**src/rtl/lcnt_pkg.sv**
```systemverilog
// Shared constants for the snapshot counter: register offsets and the
// position of the request bit within the control register.
package lcnt_pkg;
    localparam int BUS_W = 32;
    localparam logic [7:0] OFS_CTRL = 8'hA0;
    localparam logic [7:0] OFS_LO   = 8'hA4;
    localparam logic [7:0] OFS_HI   = 8'hA8;
    localparam int REQ_BIT = 1;

    typedef enum logic [1:0] {
        SEL_NONE,
        SEL_CTRL,
        SEL_LO,
        SEL_HI
    } lcnt_sel_e;
endpackage

```
**src/rtl/lcnt_live.sv**
```systemverilog
// Live up counter. Advances by one per clock while tick_en is high and
// wraps naturally at 2**CNT_W. Assumes tick_en is synchronous to clk.
module lcnt_live #(
    parameter int CNT_W = 64
) (
    input  logic             clk,
    input  logic             rst_n,
    input  logic             tick_en,
    output logic [CNT_W-1:0] count
);
    // Increment on enabled ticks, clear on reset.
    always_ff @(posedge clk) begin
        if (!rst_n)       count <= '0;
        else if (tick_en) count <= count + 1'b1;
    end

    a_r2_hold_when_idle: assert property (@(posedge clk) disable iff (!rst_n)
        !tick_en |=> $stable(count));
    a_r2_step_by_one: assert property (@(posedge clk) disable iff (!rst_n)
        tick_en |=> count == $past(count) + 1'b1);
    a_r1_reset_clears: assert property (@(posedge clk)
        !rst_n |=> count == '0);
endmodule

```
**src/rtl/lcnt_req.sv**
```systemverilog
// Snapshot request sequencer. A request starts a countdown of DELAY edges;
// capture is high in the last cycle, and busy drops on that edge.
// Requests while busy are absorbed. Assumes DELAY >= 1.
module lcnt_req #(
    parameter int DELAY = 3
) (
    input  logic clk,
    input  logic rst_n,
    input  logic req_wr,
    output logic busy,
    output logic capture
);
    localparam int DW = $clog2(DELAY + 1);

    logic [DW-1:0] dly;

    assign capture = busy && (dly == '0);

    // Start, count down, and finish a snapshot request.
    always_ff @(posedge clk) begin
        if (!rst_n) begin
            busy <= 1'b0;
            dly  <= '0;
        end else if (!busy) begin
            if (req_wr) begin
                busy <= 1'b1;
                dly  <= DW'(DELAY - 1);
            end
        end else if (dly == '0) begin
            busy <= 1'b0;
        end else begin
            dly <= dly - 1'b1;
        end
    end

    a_r3_start: assert property (@(posedge clk) disable iff (!rst_n)
        !busy && req_wr |=> busy && dly == DW'(DELAY - 1));
    a_r3_stays_pending: assert property (@(posedge clk) disable iff (!rst_n)
        busy && !capture |=> busy);
    a_r4_clears_on_capture: assert property (@(posedge clk) disable iff (!rst_n)
        capture |=> !busy);
    a_r8_absorb_no_restart: assert property (@(posedge clk) disable iff (!rst_n)
        busy && req_wr && dly != '0 |=> dly == $past(dly) - 1'b1);
endmodule

```
**src/rtl/lcnt_shadow.sv**
```systemverilog
// Shadow register. Loads the live count on capture, otherwise holds.
module lcnt_shadow #(
    parameter int CNT_W = 64
) (
    input  logic             clk,
    input  logic             rst_n,
    input  logic             capture,
    input  logic [CNT_W-1:0] live,
    output logic [CNT_W-1:0] shadow
);
    // Take a coherent copy of the live counter on capture.
    always_ff @(posedge clk) begin
        if (!rst_n)       shadow <= '0;
        else if (capture) shadow <= live;
    end

    a_r5_stable_between: assert property (@(posedge clk) disable iff (!rst_n)
        !capture |=> $stable(shadow));
    a_r4_takes_live: assert property (@(posedge clk) disable iff (!rst_n)
        capture |=> shadow == $past(live));
endmodule

```
**src/rtl/latched_counter.sv**
```systemverilog
// Top: free-running counter read through a request/capture snapshot.
// Register bus: write strobe sampled at the clock edge, read data
// combinational from bus_addr. CNT_W must be between 2 and 2*BUS_W.
module latched_counter #(
    parameter int CNT_W  = 64,
    parameter int ADDR_W = 8,
    parameter int DELAY  = 3
) (
    input  logic              clk,
    input  logic              rst_n,
    input  logic              tick_en,
    input  logic [ADDR_W-1:0] bus_addr,
    input  logic              bus_we,
    input  logic [31:0]       bus_wdata,
    output logic [31:0]       bus_rdata
);
    import lcnt_pkg::*;

    logic [CNT_W-1:0] live_q;
    logic [CNT_W-1:0] shadow_q;
    logic             busy;
    logic             capture;
    logic             req_wr;
    logic [BUS_W-1:0] lo_word;
    logic [BUS_W-1:0] hi_word;
    lcnt_sel_e        sel;

    assign req_wr = bus_we && (bus_addr == ADDR_W'(OFS_CTRL)) && bus_wdata[REQ_BIT];

    lcnt_live #(.CNT_W(CNT_W)) u_live (
        .clk(clk), .rst_n(rst_n), .tick_en(tick_en), .count(live_q)
    );

    lcnt_req #(.DELAY(DELAY)) u_req (
        .clk(clk), .rst_n(rst_n), .req_wr(req_wr), .busy(busy), .capture(capture)
    );

    lcnt_shadow #(.CNT_W(CNT_W)) u_shadow (
        .clk(clk), .rst_n(rst_n), .capture(capture), .live(live_q), .shadow(shadow_q)
    );

    // Split the shadow into bus words, zero-extending a narrow counter.
    generate
        if (CNT_W > BUS_W) begin : g_wide
            assign lo_word = shadow_q[BUS_W-1:0];
            assign hi_word = BUS_W'(shadow_q[CNT_W-1:BUS_W]);
        end else begin : g_narrow
            assign lo_word = BUS_W'(shadow_q);
            assign hi_word = '0;
        end
    endgenerate

    // Decode the read offset.
    always_comb begin
        if (bus_addr == ADDR_W'(OFS_CTRL))    sel = SEL_CTRL;
        else if (bus_addr == ADDR_W'(OFS_LO)) sel = SEL_LO;
        else if (bus_addr == ADDR_W'(OFS_HI)) sel = SEL_HI;
        else                                  sel = SEL_NONE;
    end

    // Read data multiplexer.
    always_comb begin
        bus_rdata = '0;
        case (sel)
            SEL_CTRL: bus_rdata[REQ_BIT] = busy;
            SEL_LO:   bus_rdata = lo_word;
            SEL_HI:   bus_rdata = hi_word;
            default:  bus_rdata = '0;
        endcase
    end

    a_r7_zero_write_ignored: assert property (@(posedge clk) disable iff (!rst_n)
        !busy && bus_we && !bus_wdata[REQ_BIT] |=> !busy);
    a_r1_reset_idle: assert property (@(posedge clk)
        !rst_n |=> !busy && shadow_q == '0);
endmodule

```
**config.mk**
```make
export PLATFORM = sky130hd
export DESIGN_NAME = latched_counter
export DESIGN_NICKNAME = d
export VERILOG_FILES = /design/src/rtl/lcnt_pkg.sv /design/src/rtl/lcnt_live.sv /design/src/rtl/lcnt_req.sv /design/src/rtl/lcnt_shadow.sv /design/src/rtl/latched_counter.sv
export SDC_FILE = /design/constraint.sdc
export NUM_CORES = 1
export LEC_CHECK = 0
export ABC_CLOCK_PERIOD_IN_PS = 4600
export CORE_ASPECT_RATIO = 0.6
export CORE_MARGIN = 1
export CORE_UTILIZATION = 54
export DETAILED_ROUTE_END_ITERATION = 10
export PLACE_DENSITY = 0.77
export SLEW_MARGIN = 20
export SYNTH_ARGS = -nofsm -noshare
export SYNTH_HDL_FRONTEND = slang
export SYNTH_SLANG_ARGS = --single-unit
```
**constraint.sdc**
```tcl
create_clock -name clk -period 4.6 [get_ports clk]
set_clock_uncertainty 0.1 [all_clocks]
set_input_delay 1.38 -clock clk [delete_from_list [all_inputs] [get_ports clk]]
set_output_delay 1.38 -clock clk [all_outputs]
set_load 0.03 [all_outputs]
```
==> report_table.html <==
<table>
<tr><th>Metric</th><th>Value</th></tr>
<tr><th colspan="2">Global routing</th></tr>
<tr><td>Global-route wire length before repair</td><td>24900 µm</td></tr>
<tr><td>Total grt overflow</td><td>0</td></tr>
<tr><td>Number of global-route vias before repair</td><td>4853</td></tr>
<tr><td>Total global-route track usage</td><td>29.6%</td></tr>
<tr><td>Pin count of the biggest net entering global routing</td><td>65</td></tr>
<tr><td>Initial antenna violation count</td><td>0</td></tr>
<tr><th colspan="2">Setup path</th></tr>
<tr><td>Register-to-register path setup slack</td><td>2.07 ns</td></tr>
<tr><td>Crit path required time</td><td>3.12 ns</td></tr>
<tr><td>Critical register-to-register path startpoint</td><td>u_live.count[0]</td></tr>
<tr><td>Last element of the critical path</td><td>bus_rdata[5]</td></tr>
<tr><td>Arrival time of data at the critical path endpoint</td><td>3.03 ns</td></tr>
<tr><td>Type of origin of the critical path</td><td>input port</td></tr>
<tr><td>Worst setup path class</td><td>in2out</td></tr>
<tr><td>Cell type of the slowest stage on the worst timing path</td><td>nor4b_4</td></tr>
<tr><td>Sequence of cells on the critical path</td><td>dlygate4sd2_1, nor4b_4, nand3b_1, nor3b_2, buf_4, buf_12, a22o_1, buf_6</td></tr>
<tr><td>Worst reg2reg endpoint</td><td>u_live.count[44]</td></tr>
<tr><td>Slowest Stage Delay on Critical Path</td><td>0.27 ns</td></tr>
<tr><td>CP Capture Type</td><td>output port</td></tr>
<tr><td>Worst setup path startpoint</td><td>bus_addr[6]</td></tr>
<tr><td>Path depth of the worst reg2reg path</td><td>6</td></tr>
<tr><td>Critical-path maximum fanout</td><td>8</td></tr>
<tr><th colspan="2">Clocking</th></tr>
<tr><td>Source-to-sink clock delay at the later pin of the worst-skew pair</td><td>0.42 ns</td></tr>
<tr><td>Buffer levels on the longest clock path</td><td>2</td></tr>
<tr><td>TritonCTS buffer count</td><td>17</td></tr>
<tr><td>Clock tree from TritonCTS</td><td>yes</td></tr>
<tr><td>Clock Root Buffer</td><td>clkbuf_16</td></tr>
<tr><td>Clock slew seen by the registers of the worst setup and hold paths</td><td>0.06 ns</td></tr>
<tr><td>Number of hold-repair buffers added at the cts stage</td><td>0</td></tr>
<tr><td>Number of H-tree branching levels</td><td>4</td></tr>
<tr><td>Total clock sinks</td><td>131</td></tr>
<tr><th colspan="2">Synthesis</th></tr>
<tr><td>Count of flip-flops with a built-in enable after synthesis</td><td>0</td></tr>
<tr><td>Cell count after synthesis</td><td>706</td></tr>
<tr><td>Count of cell types in the netlist</td><td>50</td></tr>
<tr><td>Flop and latch count out of synthesis</td><td>131</td></tr>
<tr><td>Fraction of the yosys area taken by sequential cells</td><td>44.7%</td></tr>
<tr><td>Total number of yosys warnings</td><td>0</td></tr>
<tr><td>Post-Synthesis Cell Area</td><td>5870 µm²</td></tr>
<tr><td>Synth Area per Inst</td><td>8.31 µm²</td></tr>
<tr><td>Asr flop ratio synth</td><td>0%</td></tr>
<tr><td>Synthesized Nets</td><td>752</td></tr>
<tr><td>Primary flip-flop cell chosen by synthesis mapping</td><td>dfxtp_1</td></tr>
<tr><th colspan="2">Timing</th></tr>
<tr><td>Worst-case setup margin in the final layout</td><td>0.0929 ns</td></tr>
<tr><td>Final setup violation count</td><td>0</td></tr>
<tr><td>Final period demand of the worst path</td><td>4.51 ns</td></tr>
<tr><td>Actual transition at the worst max-transition pin</td><td>0.682 ns</td></tr>
<tr><td>Pins over their slew limit</td><td>0</td></tr>
<tr><td>Max Clk Rate</td><td>222 MHz</td></tr>
<tr><td>Fin. Hold Viols</td><td>0</td></tr>
<tr><td>Share of the clock period used by the worst path after layout</td><td>98.0%</td></tr>
<tr><td>Relative max-transition margin</td><td>54.5%</td></tr>
<tr><th colspan="2">Floorplanning</th></tr>
<tr><td>Die Wd</td><td>137 µm</td></tr>
<tr><td>Die span in y</td><td>82.7 µm</td></tr>
<tr><td>Standard cell core area</td><td>10600 µm²</td></tr>
<tr><td>Number of rows created at floorplan</td><td>29</td></tr>
<tr><td>I/O Pins</td><td>76</td></tr>
<tr><td>Overall die area</td><td>11300 µm²</td></tr>
<tr><td>Starting density of the core</td><td>55.6%</td></tr>
<tr><th colspan="2">Drt</th></tr>
<tr><td>Number of DRC violations after detailed routing</td><td>0</td></tr>
<tr><td>Number of iterations in the first detailed-routing pass</td><td>5</td></tr>
<tr><td>Total vias in the final route</td><td>5355</td></tr>
<tr><td>Topmost layer with routed signal wires</td><td>met4</td></tr>
<tr><td>Met1 Wirelength</td><td>7230 µm</td></tr>
<tr><td>Initial drt markers</td><td>574</td></tr>
<tr><td>Detailed-route wire length</td><td>15900 µm</td></tr>
<tr><td>Metal2 WL</td><td>7040 µm</td></tr>
<tr><td>Routed vias/inst</td><td>6.00</td></tr>
<tr><td>Remaining number of nets flagged by the antenna check after routing</td><td>0</td></tr>
<tr><td>Wire length per cell</td><td>17.8 µm</td></tr>
<tr><td>Wire length on met3</td><td>1330 µm</td></tr>
<tr><th colspan="2">Placed design</th></tr>
<tr><td>Post-detailed-placement half-perimeter wirelength</td><td>10300 µm</td></tr>
<tr><td>Port bufs</td><td>44</td></tr>
<tr><td>Post-placement worst setup slack</td><td>-0.0937 ns</td></tr>
<tr><td>Final RePlAce weighted congestion</td><td>0.841</td></tr>
<tr><td>Instance count after placement with tap cells included</td><td>857</td></tr>
<tr><th colspan="2">Worst hold path</th></tr>
<tr><td>Path category of the worst min-delay check</td><td>reg2reg</td></tr>
<tr><td>Worst min-delay path startpoint</td><td>u_shadow.shadow[40]</td></tr>
<tr><th colspan="2">Power</th></tr>
<tr><td>Gate power share</td><td>1.7%</td></tr>
<tr><td>Internal power</td><td>2070 µW</td></tr>
<tr><td>Share of total power in sequential cells</td><td>43.7%</td></tr>
<tr><td>Part of the power in the clock network</td><td>54.6%</td></tr>
<tr><td>Leakage dissipation</td><td>0.00245 µW</td></tr>
<tr><td>Worst vdd rail ir drop</td><td>0.295 mV</td></tr>
<tr><td>Switching power share of the total</td><td>20.6%</td></tr>
<tr><td>Power density of the placed cells</td><td>369 nW/µm²</td></tr>
<tr><td>Switching power summed over all nets</td><td>537 µW</td></tr>
<tr><td>Overall power of the completed layout</td><td>2610 µW</td></tr>
<tr><th colspan="2">Layout</th></tr>
<tr><td>Utilization after layout</td><td>66.9%</td></tr>
<tr><td>Net count reported at finish</td><td>786</td></tr>
<tr><td>Area growth from synthesis to final layout</td><td>20.4%</td></tr>
<tr><td>Post-route insts no fill</td><td>892</td></tr>
<tr><td>Layout cells sized above 1</td><td>13.4%</td></tr>
<tr><td>Ant diodes</td><td>0</td></tr>
<tr><th colspan="2">Job</th></tr>
<tr><td>Max cap viols</td><td>0</td></tr>
<tr><th colspan="2">Outcome</th></tr>
<tr><td>Outcome</td><td>complete, no violations</td></tr>
</table>
## through the flow
step                      hold WS (ns)  cell area (µm²)  TNS (ns)
after floorplan                  0.334             5870         0
after global placement           0.344             6320    -0.942
after detailed placement         0.348             6320     -1.18
after CTS                        0.356             6990         0
after global routing             0.372             7070  -0.00181
final                            0.357             7070         0
## critical path, delay by kind of cell
kind | cells | cell delay [ns]
AO/OA/AOI/OAI | 1 | 0.18
AND/OR/NAND/NOR | 3 | 0.73
buffers and inverters | 4 | 0.73
## registers in the layout, indices dropped and copies added, names as in the netlist
name,flops
u_live.count,64
u_shadow.shadow,64
u_req.dly,2
u_req.busy,1
## cell usage in the layout (no fill, tap or decap), drive strengths merged, types with 4 or more instances in the layout
master,count
nor2,45
o21ai,24
buf,41
nand3,24
and3,6
nand2,149
nor4,6
clkdlybuf4s50,8
bufinv,4
a21oi,91
a22o,31
or4,4
inv,11
and4,7
nor3,10
clkbuf,20
dfxtp,131
xnor2,17
nand4,38
or3,26
clkinv,5
and2,10
clkinvlp,4
xor2,19
## how the worst min path moves through the flow
| stage | to | cells past startpoint |
|---|---|---|
| after global placement | u_shadow.shadow[40] | 2 |
| after floorplan | u_shadow.shadow[26] | 2 |
| after CTS | u_shadow.shadow[10] | 2 |
| after detailed placement | u_shadow.shadow[10] | 2 |
| final | u_shadow.shadow[40] | 2 |
| after global routing | u_shadow.shadow[40] | 2 |
## power groups by stage
stage / Clock (µW) / Sequential [µW] / Combinational (µW)
4_1_cts: 1440 / 1140 / 41.7
6_report: 1430 / 1140 / 43.1
3_3_place_gp: 0 / 1160 / 40.5
5_1_grt: 1480 / 1140 / 46.5
2_1_floorplan: 0 / 1160 / 24.2
3_5_place_dp: 0 / 1170 / 41.3
## layout make-up
cell class | instances | area (µm²)
Clock buffer | 19 | 443
Clock inverter | 13 | 183
Fill cell | 852 | 3490
Inverter | 11 | 42.5
Multi-Input combinational cell | 524 | 3060
Sequential cell | 131 | 2620
Tap cell | 139 | 174
Timing Repair Buffer | 55 | 539
## cells by family after synthesis
family                   share of synthesized area, %
multiplexers                                    0.512
buffers and inverters                            4.01
flip-flops                                       44.7
AND/OR/NAND/NOR                                  29.7
XOR/XNOR                                         5.37
adder cells (fa/ha/maj)                         0.426
AO/OA/AOI/OAI                                    15.2
## metal layers
metal | vias to the layer above | track usage [%]
met1 | 2532 | 40.9
met3 | 25 | 5.25
met2 | 247 | 45.7
met5 | - | 0
met4 | 0 | 12.2
li1 | 2551 | -
## what timing repair did
| item | 4_1_cts | 5_1_grt |
|---|---|---|
| gates cloned | 0 | 1 |
| setup endpoints to repair | 24 | 32 |
| setup buffers | 2 | 0 |
| resized for setup | 10 | 8 |
| pin swaps | 6 | 2 |
## Yosys cell counts, types with 2 or more instances
master,count,area [µm²]
a21oi_1,91,455
nor4_4,4,85.1
buf_1,4,15.0
nor2_1,45,169
a22o_1,31,272
clkbuf_8,2,27.5
nor3_1,7,35.0
nand4_4,2,42.5
o21ai_0,24,120
and3_1,5,31.3
dfxtp_1,131,2620
or4_1,4,30.0
mux2i_1,3,30.0
nand3_2,2,20.0
nand4_2,3,37.5
nand3_1,21,105
buf_6,2,22.5
o31ai_1,3,22.5
nand4_1,33,206
and2_1,9,56.3
clkbuf_1,29,109
xor2_1,19,166
or3_1,25,156
ha_1,2,25.0
nor3_2,2,20.0
xnor2_1,17,149
nand2_1,149,559
inv_1,10,37.5
and4_1,6,52.6
Note: power is estimated with default switching activity, not from simulation.
